**config.mk**
```make
export PLATFORM = sky130hd
export DESIGN_NAME = std_hunt_ctrl
export DESIGN_NICKNAME = d
export VERILOG_FILES = /design/src/rtl/std_hunt_pkg.sv /design/src/rtl/hunt_period_timer.sv /design/src/rtl/lock_timeout.sv /design/src/rtl/ss_code_counter.sv /design/src/rtl/std_hunt_ctrl.sv
export SDC_FILE = /design/constraint.sdc
export NUM_CORES = 1
export LEC_CHECK = 0
export ABC_CLOCK_PERIOD_IN_PS = 3800
export BUFFER_PORTS_ARGS = -buffer_cell sky130_fd_sc_hd__buf_2
export CAP_MARGIN = 20
export CORE_ASPECT_RATIO = 0.5
export CORE_UTILIZATION = 55
export DETAILED_ROUTE_END_ITERATION = 7
export GPL_TIMING_DRIVEN = 0
export HOLD_SLACK_MARGIN = 0.1
export PLACE_DENSITY = 0.8
export SYNTH_ARGS = -nofsm -noshare
export SYNTH_HDL_FRONTEND = slang
export SYNTH_SLANG_ARGS = --single-unit
export TNS_END_PERCENT = 1
```
**constraint.sdc**
```tcl
create_clock -name clk_i -period 3.8 [get_ports clk_i]
set_input_delay 0.57 -clock clk_i [delete_from_list [all_inputs] [get_ports clk_i]]
set_output_delay 0.57 -clock clk_i [all_outputs]
set_load 0.02 [all_outputs]
```
**src/rtl/std_hunt_pkg.sv**
```systemverilog
package std_hunt_pkg;
  typedef enum logic {
    ST_HUNT = 1'b0,
    ST_LOCK = 1'b1
  } hunt_state_e;
endpackage

```
**src/rtl/hunt_period_timer.sv**
```systemverilog
module hunt_period_timer #(
  parameter int PERIOD_W = 16
) (
  input  logic                clk_i,
  input  logic                rst_ni,
  input  logic                run_i,
  input  logic                clear_i,
  input  logic [PERIOD_W-1:0] period_i,
  output logic                step_o
);
  logic [PERIOD_W-1:0] period_q;
  logic                loaded_q;
  logic [PERIOD_W-1:0] cnt_q;
  logic [PERIOD_W-1:0] eff_period;

  // capture period on the first cycle after reset; use the live value in that cycle
  always_ff @(posedge clk_i or negedge rst_ni) begin
    if (!rst_ni) begin
      period_q <= '0;
      loaded_q <= 1'b0;
    end else if (!loaded_q) begin
      period_q <= period_i;
      loaded_q <= 1'b1;
    end
  end

  assign eff_period = loaded_q ? period_q : period_i;
  assign step_o = run_i && (({1'b0, cnt_q} + 1'b1) >= {1'b0, eff_period});

  always_ff @(posedge clk_i or negedge rst_ni) begin
    if (!rst_ni)                cnt_q <= '0;
    else if (clear_i || step_o) cnt_q <= '0;
    else if (run_i)             cnt_q <= cnt_q + 1'b1;
  end

  p_step_restart_r3: assert property (@(posedge clk_i) disable iff (!rst_ni)
    step_o |=> cnt_q == '0);
  p_hold_count_r5: assert property (@(posedge clk_i) disable iff (!rst_ni)
    (!run_i && !clear_i) |=> $stable(cnt_q));
  p_period_kept_r2: assert property (@(posedge clk_i) disable iff (!rst_ni)
    loaded_q |=> $stable(period_q));
endmodule

```
**src/rtl/lock_timeout.sv**
```systemverilog
module lock_timeout #(
  parameter int LOCK_TIMEOUT = 1024
) (
  input  logic clk_i,
  input  logic rst_ni,
  input  logic en_i,
  input  logic trs_i,
  output logic expire_o
);
  localparam int TO_W = $clog2(LOCK_TIMEOUT + 1);
  localparam logic [TO_W-1:0] LAST = TO_W'(LOCK_TIMEOUT - 1);

  logic [TO_W-1:0] cnt_q;

  assign expire_o = en_i && !trs_i && (cnt_q == LAST);

  always_ff @(posedge clk_i or negedge rst_ni) begin
    if (!rst_ni)                       cnt_q <= '0;
    else if (!en_i || trs_i || expire_o) cnt_q <= '0;
    else                               cnt_q <= cnt_q + 1'b1;
  end

  p_timeout_bound_r8: assert property (@(posedge clk_i) disable iff (!rst_ni)
    en_i |-> cnt_q <= LAST);
  p_trs_restart_r7: assert property (@(posedge clk_i) disable iff (!rst_ni)
    trs_i |=> cnt_q == '0);
endmodule

```
**src/rtl/ss_code_counter.sv**
```systemverilog
module ss_code_counter #(
  parameter int CODE_W = 2
) (
  input  logic              clk_i,
  input  logic              rst_ni,
  input  logic              inc_i,
  output logic [CODE_W-1:0] code_o
);
  always_ff @(posedge clk_i or negedge rst_ni) begin
    if (!rst_ni)    code_o <= '0;
    else if (inc_i) code_o <= code_o + 1'b1; // natural wrap to 0
  end

  p_plus_one_r9: assert property (@(posedge clk_i) disable iff (!rst_ni)
    (code_o != $past(code_o)) |-> (code_o == CODE_W'($past(code_o) + 1'b1)));
endmodule

```
**src/rtl/std_hunt_ctrl.sv**
```systemverilog
module std_hunt_ctrl
  import std_hunt_pkg::*;
#(
  parameter int CODE_W       = 2,
  parameter int PERIOD_W     = 16,
  parameter int LOCK_TIMEOUT = 1024
) (
  input  logic                clk_i,
  input  logic                rst_ni,
  input  logic                carrier_i,
  input  logic                trs_valid_i,
  input  logic [PERIOD_W-1:0] period_i,
  output logic [CODE_W-1:0]   ss_o,
  output logic                locked_o
);
  hunt_state_e state_q;
  logic        hunting;
  logic        run;
  logic        step;
  logic        expire;

  assign hunting  = (state_q == ST_HUNT);
  assign run      = hunting && carrier_i && !trs_valid_i;
  assign locked_o = (state_q == ST_LOCK);

  always_ff @(posedge clk_i or negedge rst_ni) begin
    if (!rst_ni) state_q <= ST_HUNT;
    else begin
      unique case (state_q)
        ST_HUNT: if (trs_valid_i) state_q <= ST_LOCK;
        ST_LOCK: if (expire)      state_q <= ST_HUNT;
        default:                  state_q <= ST_HUNT;
      endcase
    end
  end

  hunt_period_timer #(.PERIOD_W(PERIOD_W)) u_timer (
    .clk_i    (clk_i),
    .rst_ni   (rst_ni),
    .run_i    (run),
    .clear_i  (!hunting),
    .period_i (period_i),
    .step_o   (step)
  );

  lock_timeout #(.LOCK_TIMEOUT(LOCK_TIMEOUT)) u_timeout (
    .clk_i    (clk_i),
    .rst_ni   (rst_ni),
    .en_i     (locked_o),
    .trs_i    (trs_valid_i),
    .expire_o (expire)
  );

  ss_code_counter #(.CODE_W(CODE_W)) u_code (
    .clk_i  (clk_i),
    .rst_ni (rst_ni),
    .inc_i  (step),
    .code_o (ss_o)
  );

  p_reset_state_r1: assert property (@(posedge clk_i)
    !rst_ni |-> (ss_o == '0 && !locked_o));
  p_no_carrier_hold_r5: assert property (@(posedge clk_i) disable iff (!rst_ni)
    (!carrier_i && !locked_o) |=> $stable(ss_o));
  p_trs_locks_r6: assert property (@(posedge clk_i) disable iff (!rst_ni)
    trs_valid_i |=> locked_o);
  p_lock_freeze_r7: assert property (@(posedge clk_i) disable iff (!rst_ni)
    locked_o |=> $stable(ss_o));
endmodule

```
==> results of run 1 <==
-- power groups by stage --
| stage | combinational [mW] | sequential, mW | clock [mW] |
|---|---|---|---|
| after floorplan | 0.0477 | 0.539 | 0 |
| after global placement | 0.0781 | 0.538 | 0 |
| after detailed placement | 0.0836 | 0.539 | 0 |
| after CTS | 0.0837 | 0.529 | 0.297 |
| after global routing | 0.0986 | 0.531 | 0.321 |
| final | 0.0858 | 0.529 | 0.289 |
-- layout by cell type (no fill, tap or decap), types with 2 or more instances in the layout --
cell and count:
sky130_fd_sc_hd__nor2b_1 2, sky130_fd_sc_hd__clkbuf_8 5, sky130_fd_sc_hd__mux2i_1 15, sky130_fd_sc_hd__a31oi_1 5
sky130_fd_sc_hd__nor2_1 24, sky130_fd_sc_hd__nand4_1 7, sky130_fd_sc_hd__xor2_1 12, sky130_fd_sc_hd__xnor2_1 11
sky130_fd_sc_hd__o21ai_0 6, sky130_fd_sc_hd__buf_2 24, sky130_fd_sc_hd__a32o_1 2, sky130_fd_sc_hd__clkbuf_1 8
sky130_fd_sc_hd__mux2_2 2, sky130_fd_sc_hd__nor3_1 2, sky130_fd_sc_hd__a32oi_1 3, sky130_fd_sc_hd__ha_1 18
sky130_fd_sc_hd__and2_1 4, sky130_fd_sc_hd__inv_1 20, sky130_fd_sc_hd__a21oi_1 10, sky130_fd_sc_hd__a21o_1 2
sky130_fd_sc_hd__dfrtp_1 47, sky130_fd_sc_hd__and3_1 9, sky130_fd_sc_hd__nand2_1 22, sky130_fd_sc_hd__nand3_1 20
sky130_fd_sc_hd__a41oi_1 2
-- cell type report --
cell class	count	share of cell area, %
plain buffers	11	1.900
clock buffers	7	2.575
clock inverters	1	0.1688
inverters	20	2.533
multi-input cells	195	45.72
flip-flops and latches	47	39.68
well taps	66	2.786
repair buffers	23	4.643
-- kinds of logic after synthesis --
| group | Yosys count | share of synthesized area, % |
|---|---|---|
| multiplexers | 17 | 6.485 |
| buffers and inverters | 31 | 4.934 |
| other | 1 | 0.1408 |
| adder cells (fa/ha/maj) | 18 | 8.459 |
| XOR/XNOR | 23 | 7.566 |
| AO/OA/AOI/OAI | 39 | 10.10 |
| AND/OR/NAND/NOR | 97 | 18.14 |
| flip-flops | 47 | 44.17 |
-- state kept, by name (all words and copies together), names as in the netlist --
name              cells
u_code.code_o         2
u_timeout.cnt_q      11
u_timer.period_q     16
locked_o              1
u_timer.cnt_q        16
u_timer.loaded_q      1
-- worst min path at each step --
stage | start | end | slack, ns | depth (start not counted)
floorplan | rst_ni | locked_o | 0.27 | 0
global placement | u_code.code_o[1] | u_code.code_o[1] | 0.45 | 1
detailed placement | u_code.code_o[1] | u_code.code_o[1] | 0.46 | 1
CTS | u_code.code_o[1] | u_code.code_o[1] | 0.48 | 1
global route | rst_ni | u_timer.cnt_q[14] | 0.28 | 1
finish | rst_ni | u_timer.cnt_q[12] | 0.25 | 1
-- worst register-to-register path, cell delays in order (launching register included) --
cell                       delay (ns)
sky130_fd_sc_hd__dfrtp_1         0.48
sky130_fd_sc_hd__ha_1            0.33
sky130_fd_sc_hd__nand2_1         0.14
sky130_fd_sc_hd__nor3_4          0.20
sky130_fd_sc_hd__and3_1          0.20
sky130_fd_sc_hd__xor2_1          0.24
sky130_fd_sc_hd__ha_1            0.29
sky130_fd_sc_hd__a21oi_1         0.12
sky130_fd_sc_hd__o21ai_0         0.09
sky130_fd_sc_hd__a21oi_1         0.15
sky130_fd_sc_hd__o21a_1          0.16
sky130_fd_sc_hd__clkbuf_1        0.37
sky130_fd_sc_hd__nand3_1         0.27
sky130_fd_sc_hd__o211ai_1        0.24
-- per-layer routing --
| metal | share of wire, % | up-vias | routed length [um] |
|---|---|---|---|
| li1 | - | 1012 | - |
| met1 | 51 | 939 | 2636 |
| met2 | 45 | 36 | 2311 |
| met3 | 4.2 | 2 | 217 |
| met4 | 0.19 | 0 | 10 |
| met5 | 0 | - | 0 |
-- stage by stage --
step	cell area (sq um)	total power, mW	hold slack, ns	cells
6_report	2964	0.9041	0.2508	370
5_1_grt	2964	0.9503	0.2828	370
4_1_cts	2937	0.9104	0.4782	369
3_5_place_dp	2855	0.6230	0.4555	361
3_3_place_gp	2855	0.6161	0.4535	361
2_1_floorplan	2663	0.5870	0.2744	273
==> results, run 1 <==
- The run finished with clean final reports.
- The switching part of the total power is 24.05%.
- The number of nets still failing antenna checks after routing is 0.
- Dividing the detail-routed wire length by the instance count gives between 10 and 15 um.
- The clock transition at the registers of the reported paths is roughly 0.090 ns.
- 0 antenna diodes ended up in the layout.
- In this run the tool buffered the top-level ports with 22 buffer cells.
- The largest vdd supply drop is about 0.16 mV.
- The max-capacitance violation count is 0.
- The area added between synthesis and finish is 11.33%.
- The post-route minimum period is ~3.4 ns.
- Dividing total power by cell area gives a power density of 305.0 nW/um^2.
- The part of the total power dissipated in combinational logic is 9.5%.
- CTS placed an instance of sky130_fd_sc_hd__clkbuf_8 at the clock tree root.
- Once the clock tree was built, the setup fixing pass inserted 0 buffers.
- In this design, the stage delay of the slowest critical-path cell is ~0.48 ns.
- The period utilization is between 80% and 90%.
- The number of buffers added to fix hold violations after cts is 0.
- The count of vias placed by the detailed router is about 2000.
- The first-pass GRT wire length is ~8400 um.
- The worst register-to-register path ends at u_timer.cnt_q[15].
- The category of the critical setup timing path is reg -> reg.
- The share of synthesized area in the top cell type comes to ~44%.
- After the last flow step, the layout net total stands at 341.
- Of all nets on the critical path, the largest fanout is 10.
- Once the clock tree was built, the resizer swapped 0 gates to a different size.
- The worst reg2reg path startpoint is u_timer.cnt_q[0].
- For the worst setup path, the data arrival time is 3.58 ns.
- For this run, the share of the core covered by cells in the final layout is roughly 65%.
- Of the cells placed in the final design, the portion with a size suffix greater than 1 is around 13%.
- In the synthesized netlist the async set-or-reset flop fraction comes to 100.0%.
- The count of endpoints failing setup in the final report is 0.
- The most used routing layer in global routing is met2.
- The category of the worst setup path capture point is a flip-flop.
- The number of flops mapped to enable cells by yosys is 0.
- The number of pins with negative max-slew slack in the final report is 0.
- The detailed-route DRC error count is 0.
- The met3 capacity usage during global routing is 4.925%.
- The post-synthesis cell count is 273.
- The min-delay analysis places its worst path in the category in -> async.
- The clock arrives with just over 0.01 ns of skew.
- The width of the die is about 100 um.
- The DRC marker count from the first detailed-route iteration is ~110.
- Headroom to the max-slew limit came out at between 60% and 70%.
- Across all setup checks in the final design, the least slack found is roughly 0.44 ns.
- Timing analysis after detailed placement gives a worst setup slack of 0.5097 ns.
- The die covers between 5000 and 6000 sq um.
- The maximum level of the CTS H-tree is 2.
- The count of final hold-check violations came to 0.
- The total area inside the core boundary comes to about 4500 sq um.
- The switching power is about 0.22 mW.
- Counting both buffers and inverters, the worst setup path holds a total of 1.
- The total leakage power is ~1.5 nW.
- The effective utilization at floorplan is between 50% and 60%.
- Walking the worst path, the cells encountered are ha_1, nand2_1, nor3_4, and3_1, xor2_1, ha_1, a21oi_1, o21ai_0, a21oi_1, o21a_1, clkbuf_1, nand3_1, o211ai_1.
- The via count of the first global-routing pass is between 1500 and 2000.
- The number of warnings reported in the yosys synthesis log is 0.
- The startpoint kind of the worst setup timing path is a flip-flop.
- The routed design has between 5000 and 6000 um of wire.
- The share of the yosys chip area belonging to registers is between 40% and 50%.
- In this run the vertical extent of the chip is between 50 and 60 um.
- For the worst setup path, the data required time is 4.01 ns.
- The met2 global-route usage is 34.93%.
- The number of ports placed on the die boundary is 23.
- The critical path crosses 13 cells after its start point.
- After synthesis, the netlist uses between 40 and 50 different library cells.
- The global routing met1 resource utilization is around 31%.
- The number of clock sinks seen by CTS is 47.
- For flop-to-flop paths, the worst setup slack is around 0.44 ns.
- Yosys instantiated no cell more often than sky130_fd_sc_hd__dfrtp_1.
- The internal power contribution is between 0.6 and 0.7 mW.
- The overall track demand over capacity in global routing is approximately 22%.
- The worst reg-to-reg path cell count is 13.
- By area the synthesized netlist is led by sky130_fd_sc_hd__dfrtp_1 44%, sky130_fd_sc_hd__ha_1 8.5%, sky130_fd_sc_hd__mux2i_1 5.6%.
- In the synthesized netlist, the cells that appear most often are 47 x sky130_fd_sc_hd__dfrtp_1, 24 x sky130_fd_sc_hd__nor2_1, 22 x sky130_fd_sc_hd__nand2_1.
- The share of power burned in the clock network is roughly 32%.
- The multi-input combinational cells in the finished layout cover a total of approximately 1400 sq um.
- The overall overflow remaining after global route is 0.
- The fmax is ~300 MHz.
- The CTS tree is yes.
- The post-synth net total is slightly above 300.
- For the worst-skew pair, the clock arrives at the later sink with an insertion delay of a little under 0.3 ns.
- The dominant register cell in the synthesized netlist is sky130_fd_sc_hd__dfrtp_1.
- The deepest clock path buffer count is 2.
- The pin count of the biggest net entering global routing is 48.
- The cell family contributing the most delay on the critical path is simple AND/OR/NAND/NOR gates.
- The number of antenna violations at the first check in global routing is 0.
- For the pin with the worst max-slew slack, the measured transition is 0.5378 ns.
- The total clock buffers created by CTS is 5.
- The initialized floorplan defines 17 standard-cell rows.
- The cell accounting for the most synthesized area is sky130_fd_sc_hd__dfrtp_1.
- The number of inserted filler cells in the final layout is between 300 and 400.
- Setup repair after global routing left no endpoint under its margin.
- Per report_power, the sequential group accounts for roughly 60% of the total.
- The number of optimization iterations in the first detailed-route pass is 4.
- Summed over all failing endpoints, the final setup total negative slack is 0 ns.
- The mean number of vias per cell is between 5 and 6.
- A synthesized cell averages ~9.8 sq um.
- The number of synthesized register bits is 47.
- The critical path starts at u_timer.cnt_q[0].
- The most critical setup path has its endpoint at u_timer.cnt_q[15].
- The slowest stage of the critical path belongs to the cell sky130_fd_sc_hd__dfrtp_1.
- Registers take approximately 1200 sq um.
- Routability-driven placement finished with a final weighted congestion of approximately 0.87.
- In this run the cell area of the synthesized design comes to 2663 sq um.
- The final HPWL from detailed placement is between 3000 and 4000 um.
Power figures use the tool's default switching activity.
==> inputs of run 2 (changes only) <==
--- a/config.mk
+++ b/config.mk
@@ -5,6 +5,7 @@
 export SDC_FILE = /design/constraint.sdc
 export NUM_CORES = 1
 export LEC_CHECK = 0
+export ABC_AREA = 1
 export ABC_CLOCK_PERIOD_IN_PS = 3800
 export BUFFER_PORTS_ARGS = -buffer_cell sky130_fd_sc_hd__buf_2
 export CAP_MARGIN = 20
==> results, run 2 <==
- The internal power contribution is 0.6774 mW.
- The design draws roughly 0.91 mW.
- During placement, the flow inserted port buffers numbering 22.
- The number of ports placed on the die boundary is 23.
- After synthesis, the most frequently instantiated cells are 100 x sky130_fd_sc_hd__nand2_1, 77 x sky130_fd_sc_hd__inv_1, 47 x sky130_fd_sc_hd__dfrtp_1.
- The switching part of the total power is approximately 26%.
- The height of the die is about 53 um.
- In the routed layout, each cell is associated on average with a via count of 4.963.
- The required arrival time at the worst endpoint is approximately 4 ns.
- The via count of the first global-routing pass is 2267.
- The total clock buffers created by CTS is 5.
- In this run, synthesis inferred 0 flip-flops with an integrated enable.
- The share of final-layout standard cells stronger than drive strength 1 is between 10% and 20%.
- The detailed-route DRC error count is 0.
- The number of clock sinks seen by CTS is 47.
- The post-synthesis cell count is 391.
- The clock transition at the registers of the reported paths is ~0.09 ns.
- The worst setup path is launched from a flip-flop.
- The worst path uses between 70 and 80% of the clock period.
- Setup repair after global routing left no endpoint under its margin.
- The number of antenna violations at the first check in global routing was 0.
- The number of diodes is 0.
- The count of final hold-check violations is 0.
- The run finished with clean final reports.
- The later pin in the worst-skew pair is clocked with a latency of about 0.30 ns.
- By area the synthesized netlist is led by sky130_fd_sc_hd__dfrtp_1 41%, sky130_fd_sc_hd__nand2_1 13%, sky130_fd_sc_hd__inv_1 10%.
- The number of inserted filler cells in the final layout is 420.
- The maximum level of the CTS H-tree is 2.
- The highest net fanout along the worst path is 10.
- The final HPWL from detailed placement is between 4000 and 5000 um.
- The final design utilization is a little under two thirds.
- The average cell area after synthesis is 7.331 sq um.
- The net count of the finished layout is approximately 460.
- The detail route stage leaves a number of antenna-violating nets equal to 0.
- In the post-route analysis, the smallest setup slack over all paths is between 0.7 and 0.8 ns.
- The share of the synthesized area in the top cell type is between 40% and 50%.
- The post-synth net total is approximately 430.
- In this run, the number of DRC markers left after iteration 0 of detailed routing was between 200 and 300.
- The CTS tree is yes.
- The post-detailed-route wirelength per cell is approximately 12 um.
- Setup violations remaining at the end of the flow were counted as 0.
- The power per cell area is 287.6 nW/um^2.
- The largest clock skew in the final design is around 0.0087 ns.
- The synthesized netlist occupies a cell area of 2866 sq um.
- STA puts the critical path data arrival time at about 3.2 ns.
- In this run the static leakage power is 1.825 nW.
- The width of the die is ~100 um.
- Post-CTS repair changed the size of 0 cells.
- The effective utilization at floorplan is between 50 and 60%.
- The tightest hold margin is roughly 0.17 ns.
- Row generation in the floorplan step produced 18 rows.
- The worst setup path is of the reg -> reg kind.
- The largest total area in the synthesized netlist belongs to sky130_fd_sc_hd__dfrtp_1.
- Synthesis inferred 47 register bits.
- The floorplan step defined a core boundary enclosing ~5000 sq um.
- After routing, the total negative slack on setup checks comes to 0 ns.
- The overall track demand over capacity in global routing is 23.55%.
- The library cell used most frequently in the layout, excluding fill and tap cells, is sky130_fd_sc_hd__nand2_1.
- The part of the total power dissipated in combinational logic is under 10%.
- Relative to the synthesized area, the layout overhead comes to 10.56%.
- The path class of the lowest-slack min-delay path is in -> async.
- The clock passes through at most 2 buffers.
- The fmax is between 300 and 400 MHz.
- The number of optimization iterations in the first detailed-route pass is 4.
- The congestion estimate from routability-driven global placement came to between 0.9 and 1.
- The first global-routing pass estimated 9970 um of wire.
- The pin count of the biggest net entering global routing is 48.
- The analysis attributes to net switching a power of around 0.23 mW.
- Wires add up to 6055 um.
- The overall overflow remaining after global route is 0.
- The area taken by flip-flops and latches is ~1200 sq um.
- Across all layers, the routed design uses between 2000 and 2500 vias.
- The category of the worst setup path capture point is a flip-flop.
- The share of the yosys chip area belonging to registers is about 40%.
- The dominant cell by count in the synthesized netlist is sky130_fd_sc_hd__nand2_1.
- The post-route minimum period is between 3 and 4 ns.
- Across the run, the number of max-cap violations was 0.
- The number of pins with negative max-slew slack in the final report is 0.
- The share of total power dissipated in sequential elements is between 50% and 60%.
- The cell chosen for the clock root is sky130_fd_sc_hd__clkbuf_8.
- The floorplan step defined a die boundary enclosing between 5000 and 6000 sq um.
- The dominant register cell in the synthesized netlist is sky130_fd_sc_hd__dfrtp_1.
- For this design, the CTS-stage hold fixing added 0 buffers.
- Leaving out fill and tap cells, the most frequent cells in the layout are 100 x sky130_fd_sc_hd__nand2_1, 77 x sky130_fd_sc_hd__inv_1, 47 x sky130_fd_sc_hd__dfrtp_1, 46 x sky130_fd_sc_hd__nor2_1, 28 x sky130_fd_sc_hd__nand3_1.
- Of all flip-flops after synthesis, the portion carrying an async set or reset was between 90% and 100%.
- After clock tree synthesis, the setup repair step added 0 buffers.
- The largest registers in the layout are u_timer.cnt_q (16), u_timer.period_q (16), u_timeout.cnt_q (11).
- The share of power burned in the clock network is between 30% and 40%.
- The area used by multi-input combinational logic is between 1000 and 1500 sq um.
- The number of different library cells in the post-synthesis netlist is 30.
- IR analysis of the VDD net gives a maximum drop of around 0.13 mV.
- The pre-CTS worst setup slack is ~0.93 ns.
- The number of warnings reported in the yosys synthesis log is 0.
run 2: cell types whose count changed in the layout (fill, tap and decap cells not counted), moves of 8 or more:
cell	delta
sky130_fd_sc_hd__nand2_1	+78
sky130_fd_sc_hd__nand3_1	+8
sky130_fd_sc_hd__and3_1	-9
sky130_fd_sc_hd__inv_1	+57
sky130_fd_sc_hd__o21ai_0	+11
sky130_fd_sc_hd__mux2i_1	-15
sky130_fd_sc_hd__xnor2_1	-8
sky130_fd_sc_hd__nor2_1	+22
run 2: per-stage QoR:
stage / area, sq um / std cells
2_1_floorplan: 2867 / 391
3_3_place_gp: 3064 / 483
3_5_place_dp: 3064 / 483
4_1_cts: 3149 / 491
5_1_grt: 3169 / 492
6_report: 3169 / 492
run 2: kinds of logic after synthesis:
kind of cell    after synthesis  synth area share, %
flops                        47                41.03
compound gates               31                5.805
simple gates                196                29.77
fa+ha+maj                    18                7.857
xor+xnor                     11                3.361
buf+inv                      86                11.65
mux                           1               0.3928
other cells                   1               0.1308
run 2: power groups by stage:
stage	combinational [mW]	sequential, mW	clock (mW)
after floorplan	0.0488	0.533	0
after global placement	0.0770	0.533	0
after detailed placement	0.0830	0.534	0
after CTS	0.0833	0.524	0.306
after global routing	0.0989	0.526	0.324
final	0.0843	0.524	0.303
run 2: final timing paths:
kind	from	to	slack (ns)	cells after the start
worst max register to register	u_timer.cnt_q[0]	u_timer.cnt_q[8]	0.79	17
worst max-delay path	u_timer.cnt_q[0]	u_timer.cnt_q[8]	0.79	17
worst min register to register	u_timeout.cnt_q[0]	u_timeout.cnt_q[0]	0.47	1
min in group clk_i	u_timeout.cnt_q[0]	u_timeout.cnt_q[0]	0.47	1
max in group asynchronous	rst_ni	u_timer.cnt_q[12]	3.14	2
worst min-delay path	rst_ni	u_timer.period_q[2]	0.17	1
run 2: area by class of cell:
class | instances | share of cell area [%]
Sequential cell | 47 | 37.11
Inverter | 79 | 9.356
Tap cell | 70 | 2.764
Timing Repair Buffer | 23 | 4.106
Clock inverter | 2 | 0.3948
Clock buffer | 6 | 2.290
Buffer | 7 | 1.184
Multi-Input combinational cell | 258 | 42.80
run 2: critical path: stages (launching register included):
cell	delay [ns]
sky130_fd_sc_hd__dfrtp_1	0.46
sky130_fd_sc_hd__ha_1	0.21
sky130_fd_sc_hd__nand2_1	0.11
sky130_fd_sc_hd__nor2_4	0.14
sky130_fd_sc_hd__nand2_1	0.13
sky130_fd_sc_hd__xor2_1	0.33
sky130_fd_sc_hd__inv_1	0.10
sky130_fd_sc_hd__ha_1	0.34
sky130_fd_sc_hd__nand2_1	0.08
sky130_fd_sc_hd__nor2_1	0.15
sky130_fd_sc_hd__nand3_1	0.10
sky130_fd_sc_hd__nand3_1	0.12
sky130_fd_sc_hd__nand3_1	0.10
sky130_fd_sc_hd__nand2_2	0.14
sky130_fd_sc_hd__nand2_4	0.12
sky130_fd_sc_hd__buf_6	0.17
sky130_fd_sc_hd__nand3_1	0.06
sky130_fd_sc_hd__nand2_1	0.05
run 2: routing by layer:
layer	global-route usage [%]	part of all wire [%]	vias to the layer above
met2	45.00	48	62
met1	28.06	46	1121
met4	4.286	0.45	0
li1	-	-	1255
met3	5.419	5.9	4
met5	0	0	-
